===== src/rtl/dc_pkg.sv =====
package dc_pkg;
  typedef enum logic [1:0] {
    M_CMP = 2'd0,
    M_AND = 2'd1,
    M_XOR = 2'd2
  } dc_mode_e;

  localparam logic [3:0] OP_AND = 4'd0;
  localparam logic [3:0] OP_EOR = 4'd1;
  localparam logic [3:0] OP_SUB = 4'd2;
  localparam logic [3:0] OP_RSB = 4'd3;
  localparam logic [3:0] OP_ADD = 4'd4;
  localparam logic [3:0] OP_TST = 4'd8;
  localparam logic [3:0] OP_TEQ = 4'd9;
  localparam logic [3:0] OP_CMP = 4'd10;
  localparam logic [3:0] OP_CMN = 4'd11;
  localparam logic [3:0] OP_ORR = 4'd12;
  localparam logic [3:0] OP_MOV = 4'd13;
  localparam logic [3:0] OP_BIC = 4'd14;
  localparam logic [3:0] OP_MVN = 4'd15;

  localparam int CW = 4;
endpackage


===== src/rtl/dc_update.sv =====
module dc_update
  import dc_pkg::*;
#(
  parameter int DW = 32
) (
  input  logic           upd_valid,
  input  logic [3:0]     upd_op,
  input  logic           upd_s,
  input  logic [DW-1:0]  upd_a,
  input  logic [DW-1:0]  upd_b,
  input  logic [DW-1:0]  upd_res,
  input  dc_mode_e       cur_mode,
  input  logic [DW-1:0]  cur_x,
  input  logic [DW-1:0]  cur_y,
  output dc_mode_e       nxt_mode,
  output logic [DW-1:0]  nxt_x,
  output logic [DW-1:0]  nxt_y
);
  localparam logic [DW-1:0] ZERO = '0;

  always_comb begin
    nxt_mode = cur_mode;
    nxt_x    = cur_x;
    nxt_y    = cur_y;
    if (upd_valid && upd_s) begin
      unique case (upd_op)
        OP_SUB, OP_CMP: begin
          nxt_mode = M_CMP; nxt_x = upd_a; nxt_y = upd_b;
        end
        OP_RSB: begin
          nxt_mode = M_CMP; nxt_x = upd_b; nxt_y = upd_a;
        end
        OP_CMN: begin
          nxt_mode = M_CMP; nxt_x = upd_a; nxt_y = ZERO - upd_b;
        end
        OP_ADD: begin
          nxt_mode = M_CMP; nxt_x = upd_b; nxt_y = ZERO - upd_a;
        end
        OP_TST: begin
          nxt_mode = M_AND; nxt_x = upd_a; nxt_y = upd_b;
        end
        OP_TEQ: begin
          nxt_mode = M_XOR; nxt_x = upd_a; nxt_y = upd_b;
        end
        OP_AND, OP_EOR, OP_ORR, OP_MOV, OP_BIC, OP_MVN: begin
          nxt_mode = M_CMP; nxt_x = upd_res; nxt_y = ZERO;
        end
        default: begin
          nxt_mode = cur_mode;
        end
      endcase
    end
  end
endmodule


===== src/rtl/dc_eval.sv =====
module dc_eval
  import dc_pkg::*;
#(
  parameter int DW = 32
) (
  input  dc_mode_e       mode,
  input  logic [DW-1:0]  x,
  input  logic [DW-1:0]  y,
  input  logic [CW-1:0]  cond,
  output logic           ev_exec,
  output logic           ev_undef
);
  logic [DW-1:0] diff;
  logic [DW-1:0] tval;

  assign diff = x - y;
  assign tval = (mode == M_AND) ? (x & y) : (x ^ y);

  always_comb begin
    ev_exec  = 1'b0;
    ev_undef = 1'b0;
    if (mode == M_CMP) begin
      unique case (cond)
        4'd0:  ev_exec = (x == y);
        4'd1:  ev_exec = (x != y);
        4'd2:  ev_exec = (x >= y);
        4'd3:  ev_exec = (x < y);
        4'd4:  ev_exec = diff[DW-1];
        4'd5:  ev_exec = !diff[DW-1];
        4'd6, 4'd7: ev_undef = 1'b1;
        4'd8:  ev_exec = (x > y);
        4'd9:  ev_exec = (x <= y);
        4'd10: ev_exec = ($signed(x) >= $signed(y));
        4'd11: ev_exec = ($signed(x) < $signed(y));
        4'd12: ev_exec = ($signed(x) > $signed(y));
        4'd13: ev_exec = ($signed(x) <= $signed(y));
        4'd14: ev_exec = 1'b1;
        default: ev_exec = 1'b0;
      endcase
    end else begin
      unique case (cond)
        4'd0:  ev_exec = (tval == '0);
        4'd1:  ev_exec = (tval != '0);
        4'd4:  ev_exec = tval[DW-1];
        4'd5:  ev_exec = !tval[DW-1];
        4'd14: ev_exec = 1'b1;
        4'd15: ev_exec = 1'b0;
        default: ev_undef = 1'b1;
      endcase
    end
  end
endmodule


===== src/rtl/defcmp_cond.sv =====
module defcmp_cond
  import dc_pkg::*;
#(
  parameter int DW = 32,
  parameter int IW = 32
) (
  input  logic           clk,
  input  logic           rst_n,
  input  logic           upd_valid,
  input  logic [3:0]     upd_op,
  input  logic           upd_s,
  input  logic [DW-1:0]  upd_a,
  input  logic [DW-1:0]  upd_b,
  input  logic [DW-1:0]  upd_res,
  input  logic [IW-1:0]  q_instr,
  output logic           q_exec,
  output logic           q_undef
);
  dc_mode_e      st_mode, nx_mode;
  logic [DW-1:0] st_x, st_y, nx_x, nx_y;
  logic [CW-1:0] cond_code;

  assign cond_code = q_instr[IW-1 -: CW];

  dc_update #(.DW(DW)) u_upd (
    .upd_valid(upd_valid), .upd_op(upd_op), .upd_s(upd_s),
    .upd_a(upd_a), .upd_b(upd_b), .upd_res(upd_res),
    .cur_mode(st_mode), .cur_x(st_x), .cur_y(st_y),
    .nxt_mode(nx_mode), .nxt_x(nx_x), .nxt_y(nx_y)
  );

  always_ff @(posedge clk or negedge rst_n) begin
    if (!rst_n) begin
      st_mode <= M_CMP;
      st_x    <= '0;
      st_y    <= '0;
    end else begin
      st_mode <= nx_mode;
      st_x    <= nx_x;
      st_y    <= nx_y;
    end
  end

  dc_eval #(.DW(DW)) u_eval (
    .mode(st_mode), .x(st_x), .y(st_y), .cond(cond_code),
    .ev_exec(q_exec), .ev_undef(q_undef)
  );
endmodule


===== config.mk =====
export PLATFORM = sky130hd
export DESIGN_NAME = defcmp_cond
export DESIGN_NICKNAME = d
export VERILOG_FILES = /design/src/rtl/dc_pkg.sv /design/src/rtl/dc_update.sv /design/src/rtl/dc_eval.sv /design/src/rtl/defcmp_cond.sv
export SDC_FILE = /design/constraint.sdc
export NUM_CORES = 1
export LEC_CHECK = 0
export ABC_AREA = 1
export BUFFER_PORTS_ARGS = -buffer_cell sky130_fd_sc_hd__buf_2
export CORE_MARGIN = 2
export CORE_UTILIZATION = 43
export CTS_BUF_LIST = sky130_fd_sc_hd__clkbuf_4 sky130_fd_sc_hd__clkbuf_8
export DETAILED_ROUTE_END_ITERATION = 8
export GPL_TIMING_DRIVEN = 0
export PLACE_DENSITY = 0.73
export REMOVE_ABC_BUFFERS = 1
export SLEW_MARGIN = 20
export SYNTH_ARGS = -nofsm -noshare
export SYNTH_HDL_FRONTEND = slang
export SYNTH_HIERARCHICAL = 1
export SYNTH_SLANG_ARGS = --single-unit
export TNS_END_PERCENT = 10

===== constraint.sdc =====
create_clock -name clk -period 3.5 [get_ports clk]
set_clock_uncertainty 0.15 [all_clocks]
set_input_delay 0.7 -clock clk [delete_from_list [all_inputs] [get_ports clk]]
set_output_delay 0.7 -clock clk [all_outputs]
set_load 0.02 [all_outputs]

# Word level (Yosys, flattened, before mapping)
# Index checks and enable logic that the tools add are counted.
[word_totals]
input_bits = 136
reg_bits = 66
word_cells = 77
[classes]
n_reduce_logical = 21
eq_ne = 30
magnitude_cmp = 8
n_bitwise = 2
addsub = 3
n_mux = 10
[ops]
columns = ["op", "n"]
rows = [
  ["32-bit one-hot mux with 5 select lines", 1],
  ["32-bit one-hot mux with 3 select lines", 1],
  ["4-bit == test (second input constant)", 16],
  ["32-bit >= comparator", 2],
  ["32-bit > comparator", 2],
  ["32-bit <= comparator", 2],
  ["32-bit < comparator", 2],
  ["1-bit by 32-bit subtractor with 32-bit output (first input constant)", 2],
  ["32-bit AND", 1],
  ["32-bit == test", 1],
  ["32-bit zero test", 1],
  ["32-bit two-way mux", 1],
  ["32-bit inequality test", 1],
  ["32-bit nonzero test", 1],
  ["32-bit subtractor", 1],
  ["32-bit bitwise XOR", 1],
  ["4-bit by 3-bit == test with 1-bit output (second input constant)", 5],
  ["4-bit by 2-bit == test with 1-bit output (second input constant)", 4],
  ["1-bit one-hot mux with 13 select lines", 1],
  ["6-bit OR reduction", 2],
  ["11-bit OR reduction", 1],
  ["4-bit by 1-bit == test with 1-bit output (second input constant)", 2],
  ["4-bit zero test", 2],
  ["2-bit one-hot mux with 3 select lines", 1],
  ["12 further kinds", 20],
]

# Logic depth before layout (Yosys ltp)
[logic_depth]
word_depth = 5
ltp_mapped = 18

# Cells and area by module
# The synthesis kept the hierarchy.
[modules_own_cells]
columns = ["mod", "cells_per_inst", "n_inst", "area_each_um2"]
rows = [
  ["dc_update", 739, 1, 3532.1],
  ["dc_eval", 353, 1, 2110.8],
  ["defcmp_cond", 66, 1, 1651.6],
]

# Least setup slack after synthesis
# No wires, ideal clock.
[synth_timing]
path_kind = "reg-to-output"
from = "reg st_y[31]"
to = "out q_exec"
path_buffers = 0
t_arrival_ns = 1.887
path_slack_ns = 0.763
stages_incl_launch_ff = 17
path_cell_list = "dfrtp_1 > inv_1 > ha_1 > inv_2 > o21bai_1 > a21oi_2 > nand2_1 > a21oi_2 > nand2_2 > nand2_1 > nand3_1 > nand2_1 > nand2_1 > nor2_1 > nand2_1 > nand2_1 > nand2_1"
[synth_between]
elab_chain_len = 5
word_cells_on_any_way = 21
classes_between = "add/sub: 1; order compare: 8; eq/ne: 2; mux: 4; bitwise: 2; reduce/logical: 4"
[synth_lines]
columns = ["element", "line_no", "rtl"]
rows = [
  ["start, declared", "defcmp_cond.sv:20", "logic [DW-1:0] st_x, st_y, nx_x, nx_y;"],
  ["start signal, assigned", "defcmp_cond.sv:40", "st_y <= nx_y;"],
  ["branches (longest 4 deep; another with 32-bit subtractor)", "-", ""],
  ["1-bit two-way mux (*)", "dc_eval.sv:22", "if (mode == M_CMP) begin"],
  ["end, declared", "defcmp_cond.sv:16", "output logic q_exec,"],
]
# Every way passes the cells marked *.

# Worst setup path in the final report
# Ends and elaborated chain as after synthesis.

==> reports/qor.txt <==
Worst EP arrival - 2.55 ns
WP data required - 2.65 ns
LEAKAGE - 4.32 nW
R2r startpoint - st_y[10]
Gr ovfl total - 0
Crit path top cell by count - nand2_1
Skew-Pair Late Insertion Delay - 0.36 ns
Starting density of the core - 44.0%
TritonCTS clock tree - yes
First-pass GRT wire length - 37800 µm
Top post-synthesis cells by area - dfrtp_1 (23%), nand2_1 (15%), ha_1 (11%), inv_1 (8.1%), a21oi_1 (7.6%)
DRT antenna net count - 0
Ports - 138
Post-Synthesis Cells - 1158
TritonCTS Buffers - 9
Clk sinks - 66
Hold_buf cts - 0
Core area - 16600 µm²
Chip Width - 134 µm
H-tree depth - 3
Clock period minus worst slack - 3.40 ns
Share of layout cells above drive strength 1 - 20.1%
RePlAce Congestion - 0.925
Slew headroom - 30.1%
Nets@finish - 1459
R2R setup slack - 2.43 ns
Synth area leader - dfrtp_1
Utilization after layout - 50.6%
Crit path to - q_exec
Vias per cell - 5.29
Chip Height - 134 µm
Power Dens Cells - 372 nW/µm²
RSZ-0062 raised after global routing - true
#FFs+latches synth - 66
DRT iter0 DRCs - 653
Crit path launch - st_y[31]
Global Route Usage Sum - 26.4%
Maximum vdd drop - 0.159 mV
Worst-Margin Slew - 1.05 ns
Hold Vio Cnt, Final - 0
Most used DFF post-synth - dfrtp_1
Port Buffer Count - 109
Initial antenna violation count - 0
Commonest non-fill, non-tap cells in the layout - nand2_1 (290), inv_1 (156), nor2_1 (129)
Die area - 18000 µm²
Drt first pass iters - 5
Mapped Area - 7290 µm²
Yosys Warn Count - 6
Most common cell after layout, fill and taps aside - nand2_1
Fmax - 294 MHz
DP Cell Count - 1453
Clock transition at path regs - 0.08 ns
Synth-to-Final Area Change - 15.1%
Asr flop ratio synth - 100%
R2R Path End - st_y[10]
Avg WL per Cell - 16.2 µm
Clock root buffer - clkbuf_8
Tot Pwr - 3.12 mW
Count of final setup violators - 0
Vias - 7852
Sequential area share after synthesis - 22.6%
Post-detail-place hpwl - 17500 µm
Mean post-synth cell area - 6.30 µm²
Crit path cell chain - inv_1, ha_2, inv_2, o21bai_1, a21oi_2, nand2_1, a21oi_2, nand2_2, nand2_1, nand2_1, nor2_1, nand2_1, nor2_1, nand2_1, nand2_1, nand2_1, buf_2
Max incr delay on CP - 0.40 ns
Clock Path Buffers - 2
Fin. max-slew vios - 0
Residual DRC - 0
Total Wirelength - 24000 µm
HP Class - input port to asynchronous set/reset pin
Placed Area - 8000 µm²
Max_cap viols - 0
WS Path Type - flip-flop to output pin
Register-to-Register Path Depth - 4
Startpoint Class - flip-flop
Status - finished clean
EDFF count, synth - 0
Fin crit share - 97.2%
Pin count of the biggest net entering global routing - 40
Post-Layout Inst Area - 8390 µm²
CP Max Fanout - 7
Place WS - -0.590 ns
Yosys cell types - 43
Antenna cells - 0
Fin worst setup slack - 0.0991 ns
Fin cells - 1483
Crit-path slowest cell - dfrtp_1
Std cell rows - 47
Setup crit end kind - output pin
Synth top area share - 22.6%
Vias in the first global route - 7369
[what timing repair did]
action	in CTS	in global routing
resized for setup	0	15
setup endpoints to repair	13	7
gates cloned	1	0
setup buffers	0	13
pin swaps	1	3
[layout make-up]
cell class                      count  area [µm²]
Fill cell                        1743        8190
Clock buffer                       12         159
Timing Repair Buffer              126         733
Clock inverter                      4        26.3
Tap cell                          220         275
Sequential cell                    66        1650
Multi-Input combinational cell    887        4920
Inverter                          168         631
[registers in the layout, indices dropped and copies added (netlist names)]
| register | count |
|---|---|
| st_y | 32 |
| st_x | 32 |
| st_mode | 2 |
[synthesized netlist by cell type (8+ instances only)]
| cell type | n |
|---|---|
| a21oi_1 | 111 |
| a31oi_1 | 33 |
| buf_2 | 8 |
| clkbuf_1 | 17 |
| dfrtp_1 | 66 |
| ha_1 | 65 |
| inv_1 | 158 |
| inv_2 | 10 |
| nand2_1 | 293 |
| nand2_2 | 24 |
| nand3_1 | 87 |
| nand3_2 | 10 |
| nor2_1 | 131 |
| nor2_2 | 22 |
| nor3_1 | 8 |
| o21ai_0 | 40 |
[how the worst min path moves through the flow]
stage | end | slack, ns | cells after the start
6_report | st_x[4] | 0.11 | 1
5_1_grt | st_x[4] | 0.14 | 1
4_1_cts | st_x[4] | 0.13 | 1
3_5_place_dp | st_mode[0] | 0.35 | 2
3_3_place_gp | st_mode[1] | 0.35 | 2
2_1_floorplan | st_mode[0] | 0.25 | 0
[power breakdown]
group          total (mW)  leakage [nW]  switching [mW]  internal (mW)
combinational        1.42          3.46           0.870          0.554
clock               0.649        0.0958           0.345          0.303
sequential           1.05         0.761           0.156          0.895
[layer usage]
metal  up-vias  global-route usage, %  part of all wire, %  wire length (µm)
met3        39                   3.59                  6.8              1640
met1      3606                   35.6                   44             10500
met2       295                   43.4                   47             11300
met4         0                   9.24                  2.4               571
met5         -                      0                    0                 0
li1       3912                      -                    -                 -
[critical path: cells and delay by family, from the launching register on]
family	cells	cell delay, ns
AND/OR/NAND/NOR	10	0.68
AO/OA/AOI/OAI	3	0.41
flip-flops	1	0.40
buffers and inverters	3	0.37
adder cells (fa/ha/maj)	1	0.32
[stage by stage]
step	hold slack, ns	setup TNS, ns
floorplan	0.254	-33.73
global placement	0.350	-167.80
detailed placement	0.347	-10.85
CTS	0.125	0
global route	0.137	-0.113
finish	0.113	0
[kinds of logic (layout without fill, tap and decap cells)]
group           after synthesis  after routing  synth area share (%)
flops                        66             66                  22.6
fa+ha+maj                    65             65                  11.1
compound gates              208            208                  15.8
buf+inv                     206            310                  11.9
simple gates                613            614                  38.6
(Power assumes the default switching activity.)
